--- src/rtl/icyc_pkg.sv ---
package icyc_pkg;

  // Sequencer steps; each step takes one clock cycle.
  typedef enum logic [3:0] {
    S_F0, S_F1, S_F2, S_F3,   // fetch: MAR<-PC, read+PC++, MBR<-data, IR<-MBR
    S_I0, S_I1, S_I2,         // indirect: MAR<-addr field, read, MBR<-data
    S_E0, S_E1, S_E2, S_E3,   // execute: MAR<-EA, access, capture, ACC update
    S_N0, S_N1, S_N2          // interrupt: MBR<-PC/MAR<-SP, write, PC<-handler
  } step_t;

  localparam logic [1:0] PH_FETCH = 2'd0;
  localparam logic [1:0] PH_IND   = 2'd1;
  localparam logic [1:0] PH_EXEC  = 2'd2;
  localparam logic [1:0] PH_INT   = 2'd3;

  localparam int OPC_LOAD  = 1;
  localparam int OPC_STORE = 2;
  localparam int OPC_ADD   = 3;
  localparam int OPC_JUMP  = 4;
  localparam int OPC_IEON  = 5;
  localparam int OPC_IEOFF = 6;

  function automatic logic [1:0] phase_of(step_t s);
    case (s)
      S_I0, S_I1, S_I2:       return PH_IND;
      S_E0, S_E1, S_E2, S_E3: return PH_EXEC;
      S_N0, S_N1, S_N2:       return PH_INT;
      default:                return PH_FETCH;
    endcase
  endfunction

endpackage

--- src/rtl/icyc_decode.sv ---
module icyc_decode #(
  parameter int OP_W = 4
) (
  input  logic [OP_W-1:0] opcode_i,
  output logic            is_load_o,
  output logic            is_store_o,
  output logic            is_add_o,
  output logic            is_jump_o,
  output logic            is_ieon_o,
  output logic            is_ieoff_o,
  output logic            reads_operand_o
);
  import icyc_pkg::*;

  always_comb begin
    is_load_o       = (opcode_i == OP_W'(OPC_LOAD));
    is_store_o      = (opcode_i == OP_W'(OPC_STORE));
    is_add_o        = (opcode_i == OP_W'(OPC_ADD));
    is_jump_o       = (opcode_i == OP_W'(OPC_JUMP));
    is_ieon_o       = (opcode_i == OP_W'(OPC_IEON));
    is_ieoff_o      = (opcode_i == OP_W'(OPC_IEOFF));
    reads_operand_o = is_load_o | is_add_o;
  end

endmodule

--- src/rtl/icyc_ctrl.sv ---
module icyc_ctrl (
  input  logic              clk,
  input  logic              rst,
  input  logic              ind_flag_i,
  input  logic              irq_i,
  input  logic              ie_i,
  input  logic              is_store_i,
  input  logic              reads_operand_i,
  output icyc_pkg::step_t   step_o,
  output logic              mem_rd_o,
  output logic              mem_wr_o
);
  import icyc_pkg::*;

  step_t step_q, step_d;

  always_comb begin
    step_d = S_F0;
    case (step_q)
      S_F0: step_d = S_F1;
      S_F1: step_d = S_F2;
      S_F2: step_d = S_F3;
      S_F3: step_d = ind_flag_i ? S_I0 : S_E0;
      S_I0: step_d = S_I1;
      S_I1: step_d = S_I2;
      S_I2: step_d = S_E0;
      S_E0: step_d = S_E1;
      S_E1: step_d = S_E2;
      S_E2: step_d = S_E3;
      S_E3: step_d = (irq_i && ie_i) ? S_N0 : S_F0;
      S_N0: step_d = S_N1;
      S_N1: step_d = S_N2;
      default: step_d = S_F0;
    endcase
  end

  always_ff @(posedge clk) begin
    if (rst) step_q <= S_F0;
    else     step_q <= step_d;
  end

  always_comb begin
    mem_rd_o = (step_q == S_F1) || (step_q == S_I1) ||
               ((step_q == S_E1) && reads_operand_i);
    mem_wr_o = ((step_q == S_E1) && is_store_i) || (step_q == S_N1);
  end

  assign step_o = step_q;

endmodule

--- src/rtl/icyc_datapath.sv ---
module icyc_datapath #(
  parameter int          DATA_W       = 16,
  parameter int          ADDR_W       = 11,
  parameter int unsigned HANDLER_ADDR = 'h700
) (
  input  logic              clk,
  input  logic              rst,
  input  icyc_pkg::step_t   step_i,
  input  logic [ADDR_W-1:0] sp_i,
  input  logic [DATA_W-1:0] mem_rdata_i,
  input  logic              is_load_i,
  input  logic              is_store_i,
  input  logic              is_add_i,
  input  logic              is_jump_i,
  input  logic              is_ieon_i,
  input  logic              is_ieoff_i,
  input  logic              reads_operand_i,
  output logic [ADDR_W-1:0] pc_o,
  output logic [ADDR_W-1:0] mar_o,
  output logic [DATA_W-1:0] mbr_o,
  output logic [DATA_W-1:0] ir_o,
  output logic [DATA_W-1:0] acc_o,
  output logic              ie_o
);
  import icyc_pkg::*;

  localparam int PAD_W = DATA_W - ADDR_W;
  localparam logic [ADDR_W-1:0] HANDLER = ADDR_W'(HANDLER_ADDR);

  logic [ADDR_W-1:0] pc_q, mar_q;
  logic [DATA_W-1:0] mbr_q, ir_q, acc_q;
  logic              ie_q;
  logic [DATA_W-1:0] pc_wide;

  assign pc_wide = {{PAD_W{1'b0}}, pc_q};

  always_ff @(posedge clk) begin
    if (rst) begin
      pc_q  <= '0;
      mar_q <= '0;
      mbr_q <= '0;
      ir_q  <= '0;
      acc_q <= '0;
      ie_q  <= 1'b0;
    end else begin
      case (step_i)
        S_F0: mar_q <= pc_q;
        S_F1: pc_q  <= pc_q + ADDR_W'(1);
        S_F2: mbr_q <= mem_rdata_i;
        S_F3: ir_q  <= mbr_q;
        S_I0: mar_q <= mbr_q[ADDR_W-1:0];
        S_I2: mbr_q <= mem_rdata_i;
        S_E0: begin
          mar_q <= mbr_q[ADDR_W-1:0];
          if (is_store_i) mbr_q <= acc_q;
        end
        S_E1: begin
          if (is_jump_i) pc_q <= mar_q;
          if (is_ieon_i)       ie_q <= 1'b1;
          else if (is_ieoff_i) ie_q <= 1'b0;
        end
        S_E2: if (reads_operand_i) mbr_q <= mem_rdata_i;
        S_E3: begin
          if (is_load_i)     acc_q <= mbr_q;
          else if (is_add_i) acc_q <= acc_q + mbr_q;
        end
        S_N0: begin
          mbr_q <= pc_wide;
          mar_q <= sp_i;
        end
        S_N1: ie_q <= 1'b0;
        S_N2: pc_q <= HANDLER;
        default: ;
      endcase
    end
  end

  assign pc_o  = pc_q;
  assign mar_o = mar_q;
  assign mbr_o = mbr_q;
  assign ir_o  = ir_q;
  assign acc_o = acc_q;
  assign ie_o  = ie_q;

endmodule

--- src/rtl/icyc_sequencer.sv ---
module icyc_sequencer #(
  parameter int          OP_W         = 4,
  parameter int          ADDR_W       = 11,
  parameter int unsigned HANDLER_ADDR = 'h700,
  localparam int         DATA_W       = OP_W + 1 + ADDR_W
) (
  input  logic              clk,
  input  logic              rst,
  input  logic              irq_i,
  input  logic [ADDR_W-1:0] sp_i,
  output logic              mem_rd_o,
  output logic              mem_wr_o,
  output logic [ADDR_W-1:0] mem_addr_o,
  output logic [DATA_W-1:0] mem_wdata_o,
  input  logic [DATA_W-1:0] mem_rdata_i,
  output logic [ADDR_W-1:0] pc_o,
  output logic [DATA_W-1:0] ir_o,
  output logic [DATA_W-1:0] acc_o,
  output logic              ie_o,
  output logic [1:0]        phase_o
);
  import icyc_pkg::*;

  localparam int IND_BIT = ADDR_W;

  step_t             step;
  logic              is_load, is_store, is_add, is_jump, is_ieon, is_ieoff, reads_operand;
  logic [DATA_W-1:0] mbr, ir;
  logic              ie;

  icyc_decode #(.OP_W(OP_W)) u_decode (
    .opcode_i        (ir[DATA_W-1 -: OP_W]),
    .is_load_o       (is_load),
    .is_store_o      (is_store),
    .is_add_o        (is_add),
    .is_jump_o       (is_jump),
    .is_ieon_o       (is_ieon),
    .is_ieoff_o      (is_ieoff),
    .reads_operand_o (reads_operand)
  );

  icyc_ctrl u_ctrl (
    .clk             (clk),
    .rst             (rst),
    .ind_flag_i      (mbr[IND_BIT]),
    .irq_i           (irq_i),
    .ie_i            (ie),
    .is_store_i      (is_store),
    .reads_operand_i (reads_operand),
    .step_o          (step),
    .mem_rd_o        (mem_rd_o),
    .mem_wr_o        (mem_wr_o)
  );

  icyc_datapath #(
    .DATA_W       (DATA_W),
    .ADDR_W       (ADDR_W),
    .HANDLER_ADDR (HANDLER_ADDR)
  ) u_dp (
    .clk             (clk),
    .rst             (rst),
    .step_i          (step),
    .sp_i            (sp_i),
    .mem_rdata_i     (mem_rdata_i),
    .is_load_i       (is_load),
    .is_store_i      (is_store),
    .is_add_i        (is_add),
    .is_jump_i       (is_jump),
    .is_ieon_i       (is_ieon),
    .is_ieoff_i      (is_ieoff),
    .reads_operand_i (reads_operand),
    .pc_o            (pc_o),
    .mar_o           (mem_addr_o),
    .mbr_o           (mbr),
    .ir_o            (ir),
    .acc_o           (acc_o),
    .ie_o            (ie)
  );

  assign mem_wdata_o = mbr;
  assign ir_o        = ir;
  assign ie_o        = ie;
  assign phase_o     = phase_of(step);

endmodule

--- config.mk ---
export PLATFORM = sky130hd
export DESIGN_NAME = icyc_sequencer
export DESIGN_NICKNAME = d
export VERILOG_FILES = /design/src/rtl/icyc_pkg.sv /design/src/rtl/icyc_decode.sv /design/src/rtl/icyc_ctrl.sv /design/src/rtl/icyc_datapath.sv /design/src/rtl/icyc_sequencer.sv
export SDC_FILE = /design/constraint.sdc
export NUM_CORES = 1
export LEC_CHECK = 0
export BUFFER_PORTS_ARGS = -buffer_cell sky130_fd_sc_hd__buf_2
export CAP_MARGIN = 20
export CORE_MARGIN = 2
export CORE_UTILIZATION = 60
export CTS_BUF_LIST = sky130_fd_sc_hd__clkbuf_8
export CTS_CLUSTER_SIZE = 12
export DETAILED_ROUTE_END_ITERATION = 8
export GPL_TIMING_DRIVEN = 0
export PLACE_DENSITY_LB_ADDON = 0.3
export SYNTH_ARGS = -nofsm -noshare
export SYNTH_HDL_FRONTEND = slang
export SYNTH_HIERARCHICAL = 1
export SYNTH_SLANG_ARGS = --single-unit
--- constraint.sdc ---
create_clock -name clk -period 5.8 [get_ports clk]
set_clock_uncertainty 0.2 [all_clocks]
set_input_delay 1.16 -clock clk [delete_from_list [all_inputs] [get_ports clk]]
set_output_delay 1.16 -clock clk [all_outputs]
set_load 0.01 [all_outputs]
== Yosys cells after proc, flatten, opt, wreduce, memory -nomap -nowiden ==
Memory sizes are Yosys's and may differ from the RTL's. A register that Yosys moved wholly into a read port is not among the register bits.
Cells that the tools add are included.

* Muxes and demuxes: 15
* Equal/unequal tests: 23
* Add/sub/neg operators: 2
* Bitwise gates (word level): 1
* Reduce and logical (&&, ||, !) cells: 18

{| class="wikitable"
|+ Operators with widths
! cell !! number
|-
| $pmux 11 s3 || 2
|-
| $mux 16 || 4
|-
| $pmux 16 s4 || 1
|-
| $pmux 4 s13 || 1
|-
| $eq 4x3->1 const B || 7
|-
| $eq 4x4->1 const B || 6
|-
| $add 16x16->16 || 1
|-
| $eq 4x2->1 const B || 4
|-
| $add 11x1->11 const B || 1
|-
| $mux 11 || 1
|-
| $eq 4x1->1 const B || 2
|-
| $mux 4 || 2
|-
| $reduce_and 2->1 || 3
|-
| $reduce_bool 3->1 || 2
|-
| $logic_not 4->1 || 1
|-
| $ne 2x1->1 const B || 2
|-
| $reduce_bool 2->1 || 2
|-
| $reduce_bool 4->1 || 1
|-
| $reduce_or 2->1 || 2
|-
| $logic_and 1x1->1 || 3
|-
| $logic_or 1x1->1 || 3
|-
| $ne 3x3->1 const B || 1
|-
| $reduce_and 3->1 || 1
|-
| $mux 1 || 2
|-
| 4 further kinds || 4
|}

* Memories: 1
* Register bits after elaboration: 75
* Output and inout port bits: 75
* Bits in read-only memories: 32

{| class="wikitable"
|+ Memory list
! memory !! depth !! bits a word !! rd ports !! clocked after memory_dff !! write ports !! RTL line !! source
|-
| (no name shown) || 16 || 2 || 1 || 1 || 0 || icyc_pkg.sv:24 || <nowiki>case (s)</nowiki>
|}

== Depth between registers and ports, before layout ==
Gate-level depths: netlist of the first run.

* Depth in word-level cells: 4
* Depth in mapped cells: 9
* Gate-level depth less buffers: 9

== By module ==
The synthesis of the first run kept the hierarchy.

{| class="wikitable"
|+ Modules (own cells, without submodules)
! module !! area an instance (sq um) !! sequential area each (sq um) !! times used !! cells each
|-
| icyc_datapath || 4035.1 || 1421.4 || 1 || 515
|-
| icyc_ctrl || 301.5 || 80.1 || 1 || 36
|-
| icyc_decode || 71.3 || 0.0 || 1 || 7
|-
| icyc_sequencer || 48.8 || 0.0 || 1 || 6
|}

== Worst setup path after synthesis of the first run ==
Ideal clock, no wire load.

* Path kind: register -> register
* Start: reg u_dp.mbr_q[0], in the netlist u_dp/mbr_o[0]
* End: reg u_dp.acc_q[12], in the netlist u_dp/acc_o[12]
* Setup time: 0.078 ns
* Stages on the path, launching flop included: 10
* Path slack: 3.175 ns
* Arrival: 2.347 ns
* Buffers on the path: 0
* Clock period less this slack: 2.625 ns
* Path through: dfxtp_1 ha_1 fa_1 a21o_1 a221oi_4 nor2_2 o41a_1 a211oi_1 a211oi_1 nor3_1

* Cells in the longest elaborated chain, start to end: 3

{| class="wikitable"
|+ Ends and longest elaborated chain
! item !! RTL line !! source
|-
| from (decl) || icyc_datapath.sv:31 || <nowiki>logic [DATA_W-1:0] mbr_q, ir_q, acc_q;</nowiki>
|-
| from (signal assigned) || icyc_datapath.sv:49 || <nowiki>S_F2: mbr_q <= mem_rdata_i;</nowiki>
|-
| from (signal assigned) || icyc_datapath.sv:52 || <nowiki>S_I2: mbr_q <= mem_rdata_i;</nowiki>
|-
| from (signal assigned) || icyc_datapath.sv:55 || <nowiki>if (is_store_i) mbr_q <= acc_q;</nowiki>
|-
| $add 16x16->16 || icyc_datapath.sv:65 || <nowiki>else if (is_add_i) acc_q <= acc_q + mbr_q;</nowiki>
|-
| $mux 16 || icyc_datapath.sv:65 ||
|-
| $mux 16 || icyc_datapath.sv:64 || <nowiki>if (is_load_i) acc_q <= mbr_q;</nowiki>
|-
| to (signal assigned) || icyc_datapath.sv:64 ||
|-
| to (signal assigned) || icyc_datapath.sv:65 ||
|-
| to (decl) || icyc_datapath.sv:31 ||
|}

Every way passes these cells. The select of a mux whose other input is x is not followed.
A chain may end at the register's enable or synchronous reset.

== Worst setup path in the final report of the first run ==
* Start: reg u_dp.ir_q[12], in the netlist u_dp/ir_o[12]
* End: out mem_rd_o

* Cells in the longest elaborated chain, start to end: 4
* Elaborated cells between the ends (all ways): 5
* Those cells by class: eq/ne: 2; bitwise: 1; reduce/logical: 2

{| class="wikitable"
|+ Ends and longest elaborated chain
! item !! RTL line !! source
|-
| from (decl) || icyc_datapath.sv:31 ||
|-
| from (signal assigned) || icyc_datapath.sv:50 || <nowiki>S_F3: ir_q <= mbr_q;</nowiki>
|-
| $eq 4x1->1 / $eq 4x2->1 (equally long branches) || icyc_decode.sv:16, icyc_decode.sv:18 ||
|-
| $or 1x1->1 (*) || icyc_decode.sv:22 || <nowiki>reads_operand_o = is_load_o | is_add_o;</nowiki>
|-
| via reads_operand || icyc_sequencer.sv:27 || <nowiki>logic is_load, is_store, is_add, is_jump, is_ieon, is_ieoff, reads_operand;</nowiki>
|-
| $logic_and 1x1->1 (*) || icyc_ctrl.sv:44 || <nowiki>((step_q == S_E1) && reads_operand_i);</nowiki>
|-
| $logic_or 1x1->1 (*) || icyc_ctrl.sv:43 || <nowiki>mem_rd_o = (step_q == S_F1) || (step_q == S_I1) ||</nowiki>
|-
| to (decl) || icyc_sequencer.sv:11 || <nowiki>output logic mem_rd_o,</nowiki>
|}

Mark *: on every way through the listed nets, which the timed path passes. The rest lies on a longest branch.

==> reports/qor.yml, run 1 <==
yosysSeqAreaShare_pct: 33.69
syn_avg_cell_area_um2: 7.902
cts.sinks: 75
drt_iter0_markers: 419
post_cts_buffers: 0
hold_buffers: 0
cts-root-buf: "clkbuf_8"
leakagePower_nw: 2.262
antenna_found_initial: 0
p_sw_w: 0.0003681
ant_nets: 0
final.setup.tns_ps: 0
drive_gt1_share_pct: 22.37
hold_viol: 0
critPathKind: "reg2out"
die-area_um2: 8133
hold_path_depth: 2
r2r_cells: 7
vias: 5017
path_depth: 4
startpoint_type: "register"
start_util_pct: 61.78
clkPwrFrac_pct: 35.3
cts_buffers: 9
grtUsageTotal_pct: 34.21
fin_crit_ps: 2993
synth_nets: 611
cp_num_buf_inv: 1
reg2reg_from: "u_dp/ir_o[12]"
cts_tree: "yes"
grt_max_degree: 19
drc: 0
synthCells: 564
crit_slowest_cell: "dfxtp_1"
outcome: "complete, no violations"
cap_violations: 0
cts_resized: 0
worstSetupStartpoint: "u_dp/ir_o[12]"
setup.worst_path.end: "mem_rd_o"
io_pins: 105
wl_um: 14290
synth-edff-count: 0
place_inst: 767
row_count: 31
path_cells: "nor3b_1 -> nand3b_1 -> a21oi_1 -> buf_2"
insertion_delay_ps: 350
synth.ff_latch_count: 75
max_stage_delay_ps: 470
vias_per_cell: 6.407
finalNonFillerCells: 783
netlist_area_um2: 4457
required_ps: 4440
cts_max_level: 3
wl_per_cell_um: 18.25
cts_buffer_depth: 2
drt-pass1-iter-count: 5
die_w_um: 90.19
yosys_most_used_dff: "dfxtp_1"
worst_path_dominant_cell_family: "simple AND/OR/NAND/NOR gates"
period_share_pct: 51.61
p_comb_share_pct: 18.0
ff2ff_setup_slack_ps: 2830
powerDensity_nw_per_um2: 235.1
swShare_pct: 29.43
area_growth_pct: 19.37
worst_r2r_endpoint: "u_dp/acc_o[6]"
pwr-share-seq_pct: 46.7
yosysWarnings: 6
clk_pin_slew_worst_paths_ps: 80
grt_pass1_vias: 4640
power.internal_w: 0.0008825
cp.arrival_ps: 1630
core_um2: 7214
grt_overflow: 0
setup-violations-final: 0
slew_headroom_pct: 33.24
rsz0062_at_grt: "no"
nets: 726
yosys.cell_types.count: 65
routabilityCongestion: 0.9359
crit_fanout: 9
portBuffers: 104
end_kind: "output pin"
diodes: 0
async_flop_share_pct: 0
grt_pass1_wl_um: 22690
dp_hpwl_um: 10390
fmax_mhz: 334.1
slew_violations: 0
ir_worst_vdd_mv: 0.1304
fp.dieH_um: 90.19
worst_slew_pin_slew_ps: 993.8
hold_class: "reg2reg"
-- cell usage after synthesis (all sizes together), types with 4 or more instances --
cell type | number | area share [%]
a211oi | 22 | 3.7
a21o | 6 | 1.0
a21oi | 48 | 5.6
a221oi | 4 | 1.2
a22oi | 28 | 4.7
a311oi | 16 | 3.1
a31oi | 8 | 1.1
and3 | 4 | 0.59
buf | 11 | 1.6
clkbuf | 25 | 3.3
dfxtp | 75 | 34
ha | 16 | 4.5
inv | 9 | 0.76
nand2 | 75 | 6.3
nand2b | 7 | 0.98
nand3 | 9 | 1.0
nand3b | 5 | 0.84
nor2 | 78 | 6.6
nor2b | 4 | 0.62
nor3 | 12 | 1.3
nor4b | 5 | 0.98
o21ai | 33 | 3.7
or2 | 4 | 0.56
xnor2 | 9 | 1.8
-- registers in the layout, summed over array words and instances (netlist names) --
signal and count:
u_dp/pc_o 11, u_dp/ie_o 1, u_dp/mar_o 11, u_dp/ir_o 16, u_dp/acc_o 16, u_ctrl/step_o 4
u_dp/mbr_o 16
-- stage by stage --
stage | utilization, % | total power, W | setup WS (ps) | hold WS, ps | cell area (um^2)
6_report | 73.74 | 0.001251 | 2807 | 258.8 | 5320
2_1_floorplan | - | 0.0007280 | 3175 | 280.5 | 4457
3_3_place_gp | 70.71 | 0.0008019 | 2971 | 242.3 | 5101
3_5_place_dp | 70.71 | 0.0008114 | 2926 | 250.1 | 5101
4_1_cts | 73.74 | 0.001243 | 2822 | 261.1 | 5320
5_1_grt | 73.74 | 0.001296 | 2615 | 282.5 | 5320
-- worst min-delay path: stages, from the launching register on --
cell and delay, ps:
dfxtp_1 310, nand2_1 50, a21oi_1 50
-- cell usage in the layout (no fill, tap or decap), drive strengths merged, types with 16 or more instances in the layout --
cell    count
buf       115
a22oi      28
a311oi     16
a21oi      48
dfxtp      75
ha         16
o21ai      33
nor2       78
clkbuf     35
nand2      75
a211oi     22
-- cell families after synthesis --
| group | after synthesis | synth area share, % |
|---|---|---|
| simple gates | 223 | 23.64 |
| compound gates | 187 | 28.58 |
| flops | 75 | 33.69 |
| buf+inv | 46 | 5.783 |
| fa+ha+maj | 17 | 4.941 |
| xor+xnor | 12 | 2.358 |
| mux | 4 | 1.011 |
-- layer usage --
metal | GRT usage (%) | wire (um)
met2 | 58.46 | 6838
met5 | 0 | 0
met1 | 42.28 | 5719
met3 | 5.700 | 1289
met4 | 15.51 | 438
-- power groups by stage --
| stage | Combinational [W] | Clock, W | Sequential [W] |
|---|---|---|---|
| 2_1_floorplan | 0.000135 | 0 | 0.000593 |
| 3_3_place_gp | 0.000210 | 0 | 0.000592 |
| 3_5_place_dp | 0.000218 | 0 | 0.000593 |
| 4_1_cts | 0.000220 | 0.000442 | 0.000582 |
| 5_1_grt | 0.000245 | 0.000464 | 0.000587 |
| 6_report | 0.000225 | 0.000441 | 0.000584 |
-- area by class of cell --
class | count | area (um^2)
multi-input cells | 443 | 2698
fillers | 585 | 1894
flip-flops and latches | 75 | 1501
repair buffers | 104 | 520.5
plain buffers | 37 | 224.0
clock buffers | 10 | 137.6
well taps | 99 | 123.9
clock inverters | 6 | 81.33
inverters | 9 | 33.78
-- how the worst min path moves through the flow --
stage                  start       endpoint  slack (ps)
2_1_floorplan   u_dp/ir_o[0]   u_dp/ir_o[0]         280
3_3_place_gp    u_dp/ir_o[3]   u_dp/ir_o[3]         240
3_5_place_dp    u_dp/ir_o[4]   u_dp/ir_o[4]         250
4_1_cts         u_dp/ir_o[4]   u_dp/ir_o[4]         260
5_1_grt        u_dp/ir_o[11]  u_dp/ir_o[11]         280
6_report        u_dp/ir_o[5]   u_dp/ir_o[5]         260
Note: power is estimated with default switching activity, not from simulation.
==> run 2: changes to the inputs <==
Settings changed: CORE_UTILIZATION 60 to 51.
Clock period 5.8 ns to 2.53 ns, I/O delays scaled along.
==> run 2 against run 1 <==
Effect of this change: worst setup slack got worse by 3000 ps; the run now ends with setup timing left; total power increased by 120%; die area rose by 17%; first-iteration DRC count shrank 23%; utilization fell by 9.6 points; critical endpoint is now u_dp/acc_o[14]; sequential share of layout area shrank 0.65 points.
==> reports/qor.yml, run 2 (same netlist as run 1, synthesis figures left out) <==
cts.sinks: 75  # unchanged
drt-pass1-iter-count: 5  # unchanged
wl_met1_um: 5948  # was 5719 um
io_pins: 105  # unchanged
fin_ws_ps: -144.2  # was 2807 ps
cts-root-buf: "clkbuf_8"  # unchanged
outcome: "complete, but fails checks"  # was complete, no violations
cp.arrival_ps: 2750  # was 1630 ps
grt_overflow: 0  # unchanged
powerDensity_nw_per_um2: 507.2  # was 235.1 nW/um^2
drive_gt1_share_pct: 28.08  # was 22.37%
hold_path_end: "u_ctrl/step_o[3]"  # was u_dp/ir_o[5]
hold_viol: 0  # unchanged
fp.dieH_um: 97.48  # was 90.19 um
worst_r2r_endpoint: "u_dp/acc_o[14]"  # was u_dp/acc_o[6]
r2r_cells: 9  # was 7
clk_pin_slew_worst_paths_ps: 80  # about the same
fin_crit_ps: 2674
portBuffers: 104  # unchanged
reg2reg_from: "u_dp/acc_o[0]"  # was u_dp/ir_o[12]
diodes: 0  # unchanged
hold_class: "in2reg"  # was reg2reg
n_fill_cell: 764  # was 585
cts_buffers: 9  # unchanged
ir_worst_vdd_mv: 0.2889  # was 0.1304 mV
finalPower_w: 0.002796  # was 0.001251 W
area_growth_pct: 23.69  # was 19.37%
grt_pass1_wl_um: 22260  # was 22,690 um
row_count: 34  # was 31
antenna_found_initial: 0  # unchanged
worst_slew_pin_slew_ps: 784.9  # was 993.8 ps
crit_fanout: 4  # was 9
cts_max_level: 3  # unchanged
leakagePower_nw: 2.318  # was 2.262 nW
hold_path_depth: 2  # unchanged
wl_per_cell_um: 17.94  # was 18.25 um
mostFrequentLayoutCells: "112 x buf_2, 75 x nand2_1, 73 x nor2_1, 66 x dfxtp_1, 44 x a21oi_1"  # was 112 x buf_2, 77 x nor2_1, 75 x nand2_1, 75 x dfxtp_1, 45 x a21oi_1
grtUsageTotal_pct: 28.61  # was 34.21%
die_w_um: 97.48  # was 90.19 um
critPathKind: "reg2reg"  # was reg2out
vias: 4908  # was 5,017
required_ps: 2610  # was 4440 ps
wl_um: 14340  # was 14,290 um
fin_area_um2: 5513  # was 5320 um^2
rsz0062_at_grt: "yes"  # was no
start_util_pct: 51.86  # was 61.78%
end_kind: "register"  # was output pin
violations: "setup timing"
dp_hpwl_um: 10490  # was 10,390 um
min-delay-start: "rst"  # was u_dp/ir_o[5]
startpoint_type: "register"  # unchanged
nets: 734  # was 726
cts_tree: "yes"  # unchanged
cap_violations: 0  # unchanged
fmax_mhz: 374.0
ff2ff_setup_slack_ps: -140  # was 2830 ps
drc: 0  # unchanged
placed_area_um2: 5119  # was 5101 um^2
slew_headroom_pct: 47.48  # was 33.24%
slew_violations: 0  # unchanged
die-area_um2: 9502  # was 8133 um^2
drt_iter0_markers: 323  # was 419
period_share_pct: 105.7
grt_max_degree: 19  # unchanged
met3WireLength_um: 1117  # was 1289 um
grt_pass1_vias: 4394  # was 4,640
ant_nets: 0  # unchanged
setup-violations-final: 2  # was 0
routabilityCongestion: 0.9311  # was 0.9359
routed.top_layer: "met4"  # unchanged
insertion_delay_ps: 360  # was 350 ps
layout.cells.most_common: "buf_2"  # unchanged
dp_slack_ps: -348.8  # was 2926 ps
dr_wl_met2_um: 7096  # was 6838 um
core_um2: 8593  # was 7214 um^2
cts_buffer_depth: 2  # unchanged
vias_per_cell: 6.143  # was 6.407
## run 2: cell types whose count changed in the layout (fill, tap and decap cells not counted), moves of 2 or more
cell      delta
dfxtp_1      -9
buf_4        +8
clkbuf_1     -6
clkbuf_2     +6
dfxtp_2      +6
a211oi_1     -4
a211oi_2     +4
nor2_1       -4
nor2_2       +4
dfxtp_4      +3
ha_1         -2
ha_4         +2
nor3_1       -2
## run 2: what timing repair did
action,in CTS,in global routing
pin swaps,4,3
endpoints found under the setup margin,31,55
setup buffers,5,3
gates resized for setup,15,30
hold buffers,0,0
## run 2: metal layers
layer  global-route usage (%)  vias to the layer above
met4                    7.051                        0
met5                        0                        -
met2                    48.97                      224
met3                    4.388                       17
met1                    37.85                     2350
li1                         -                     2317
## run 2: critical path, cell delays in order, from the launching register on
cell	delay (ps)
dfxtp_4	360
ha_4	170
fa_2	340
a21o_1	200
a221oi_4	360
nor2_2	70
o41a_1	430
nor2_1	170
a21oi_2	70
a211oi_1	220
## run 2: power by group
part | switching [W] | internal, W | leakage (nW)
combinational | 0.000321 | 0.000216 | 1.60
sequential | 0.0000941 | 0.00124 | 0.615
clock | 0.000448 | 0.000474 | 0.0995
## run 2: layout make-up
class | instances | area [um^2] | area share, %
plain buffers | 37 | 231.5 | 4.199
clock buffers | 10 | 137.6 | 2.497
clock inverters | 5 | 55.05 | 0.9986
inverters | 9 | 33.78 | 0.6128
multi-input cells | 443 | 2819 | 51.13
flip-flops and latches | 75 | 1520 | 27.58
well taps | 108 | 135.1 | 2.451
repair buffers | 112 | 580.6 | 10.53
## run 2: metrics by stage
step | setup TNS, ps | utilization [%] | hold WS [ps] | instances
5_1_grt | -561.3 | 64.15 | 212.5 | 799
2_1_floorplan | 0 | - | 280.5 | 564
3_5_place_dp | -4534 | 59.57 | 248.7 | 776
3_3_place_gp | -3608 | 59.57 | 242.6 | 776
4_1_cts | -101.7 | 62.96 | 197.7 | 796
6_report | -246.6 | 64.15 | 214.9 | 799
## run 2: how the worst max path moves through the flow
stage | startpoint | endpoint | slack (ps) | depth (start not counted)
2_1_floorplan | u_dp/acc_o[0] | u_dp/acc_o[12] | 30 | 9
4_1_cts | u_dp/acc_o[0] | u_dp/acc_o[14] | -50 | 9
6_report | u_dp/acc_o[0] | u_dp/acc_o[14] | -140 | 9
3_5_place_dp | u_dp/ir_o[12] | u_dp/acc_o[4] | -350 | 7
5_1_grt | u_dp/mbr_o[0] | u_dp/acc_o[14] | -280 | 9
3_3_place_gp | u_dp/ir_o[12] | u_dp/acc_o[9] | -310 | 7
==> run 3: changes to the inputs <==
Settings changed: CTS_CLUSTER_SIZE 12 to 30, PLACE_DENSITY set to 0.79, PLACE_DENSITY_LB_ADDON 0.3 to unset, SKIP_CTS_REPAIR_TIMING set to 1.
==> run 3 against run 2 <==
Effect of this change: the flow still finishes with violations (setup timing); hold slack worse by 2.1 ps; sequential cell count is the same; die area unchanged; design area is 0.70% lower; sequential power about the same; register-to-register slack barely moved; highest routed layer unchanged.
==> reports/qor.yml, run 3 (same netlist as run 1, synthesis figures left out) <==
fmax_mhz: 373.8  # was 374.0 MHz
wl_um: 14440  # was 14,340 um
drive_gt1_share_pct: 28.30  # was 28.08%
diodes: 0  # unchanged
ant_nets: 0  # unchanged
finalPower_w: 0.002684  # was 0.002796 W
r2r_cells: 9  # unchanged
routabilityCongestion: 0.9371  # was 0.9311
fp.dieH_um: 97.48  # unchanged
vias: 4895  # was 4,908
die_w_um: 97.48  # unchanged
vias_per_cell: 6.142  # was 6.143
multiInputGateArea_um2: 2813  # was 2819 um^2
cap_violations: 0  # unchanged
fin_area_um2: 5474  # was 5513 um^2
drt-pass1-iter-count: 5  # unchanged
regArea_um2: 1521  # was 1520 um^2
ir_worst_vdd_mv: 0.2685  # was 0.2889 mV
required_ps: 2600  # was 2610 ps
cp.arrival_ps: 2740  # was 2750 ps
antenna_found_initial: 0  # unchanged
clk_pin_slew_worst_paths_ps: 80  # about the same
utilization_pct: 63.70  # was 64.15%
io_pins: 105  # unchanged
grt_overflow: 0  # unchanged
nets: 732  # was 734
row_count: 34  # unchanged
fin_crit_ps: 2675  # was 2674 ps
cts_tree: "yes"  # unchanged
violations: "setup timing"  # unchanged
mostFrequentLayoutCells: "111 x buf_2, 75 x nand2_1, 74 x nor2_1, 63 x dfxtp_1, 44 x a21oi_1"  # was 112 x buf_2, 75 x nand2_1, 73 x nor2_1, 66 x dfxtp_1, 44 x a21oi_1
startpoint_type: "register"  # unchanged
crit_fanout: 5  # was 4
cts_buffer_depth: 2  # unchanged
outcome: "complete, but fails checks"  # unchanged
cts_max_level: 3  # unchanged
grt_pass1_wl_um: 22820  # was 22,260 um
hold_class: "in2reg"  # unchanged
holdWs_ps: 212.8  # was 214.9 ps
core_um2: 8593  # unchanged
powerDensity_nw_per_um2: 490.3  # was 507.2 nW/um^2
end_kind: "register"  # unchanged
grtUsageTotal_pct: 29.17  # was 28.61%
die-area_um2: 9502  # unchanged
slew_violations: 0  # unchanged
cts.sinks: 75  # unchanged
area_growth_pct: 22.82  # was 23.69%
cts_buffers: 9  # unchanged
cts-root-buf: "clkbuf_8"  # unchanged
grt_pass1_vias: 4561  # was 4,394
setup-violations-final: 2  # unchanged
insertion_delay_ps: 350  # was 360 ps
grt_max_degree: 19  # unchanged
drc: 0  # unchanged
portBuffers: 104  # unchanged
hold_viol: 0  # unchanged
slew_headroom_pct: 50.42  # was 47.48%
n_fill_cell: 780  # was 764
layout.cells.most_common: "buf_2"  # unchanged
placed_area_um2: 5119  # unchanged
period_share_pct: 105.7  # about the same
drt_iter0_markers: 394  # was 323
wl_per_cell_um: 18.12  # was 17.94 um
worst_slew_pin_slew_ps: 740.9  # was 784.9 ps
fin_ws_ps: -145.1  # was -144.2 ps
final.setup.tns_ps: -240.5  # was -246.6 ps
critPathKind: "reg2reg"  # unchanged
start_util_pct: 51.86  # unchanged
rsz0062_at_grt: "yes"  # unchanged
hold_path_depth: 3  # was 2
leakagePower_nw: 2.301  # was 2.318 nW
dp_hpwl_um: 10790  # was 10,490 um
run 3: cell count changes in the layout (fill, tap and decap cells not counted), sizes merged:
cell / previous run / this run
clkinvlp: 1 / 3
bufinv: 1 / 0
clkbuf: 35 / 36
buf: 123 / 120
clkinv: 2 / 1
run 3: per-stage QoR:
stage,worst slack [ps],instances
6_report,-145.1,797
5_1_grt,-234.8,797
4_1_cts,-383.4,791
3_5_place_dp,-340.1,776
3_3_place_gp,-304.6,776
2_1_floorplan,28.35,564
run 3: path summary, 6_finish.rpt:
check / startpoint / endpoint / slack [ps]
setup reg to reg: u_dp/mbr_o[0] / u_dp/acc_o[12] / -150
hold / removal: mem_rdata_i[4] / u_dp/mbr_o[4] / 210
setup / recovery: u_dp/mbr_o[0] / u_dp/acc_o[12] / -150
hold reg to reg: u_dp/ir_o[3] / u_dp/ir_o[3] / 260
run 3: cell type report:
class	count	area share (%)
well taps	108	2.469
inverters	9	0.6171
flip-flops and latches	75	27.79
repair buffers	110	10.33
clock inverters	5	0.5714
plain buffers	37	4.320
multi-input cells	443	51.38
clock buffers	10	2.514
run 3: power breakdown:
part | switching, W | internal, W | total (W)
logic | 0.000322 | 0.000215 | 0.000537
clock network | 0.000434 | 0.000371 | 0.000806
registers | 0.0000965 | 0.00124 | 0.00134
total | 0.000852 | 0.00183 | 0.00268
run 3: worst max-delay path, cell delays in order (launching register included):
cell and delay (ps):
dfxtp_4 370, ha_4 170, fa_2 340, a21o_1 210
a221oi_4 330, nor2_2 90, o41a_1 430, a211oi_1 200
a211oi_1 70, nor3_1 190
run 3: layer usage:
metal	global-route usage [%]	share of wire (%)	up-vias	wire length [um]
met5	0	0	-	0
met4	11.22	2.1	0	298
met3	4.029	7.7	26	1117
met2	49.81	49	239	7124
met1	37.28	41	2319	5900
li1	-	-	2311	-
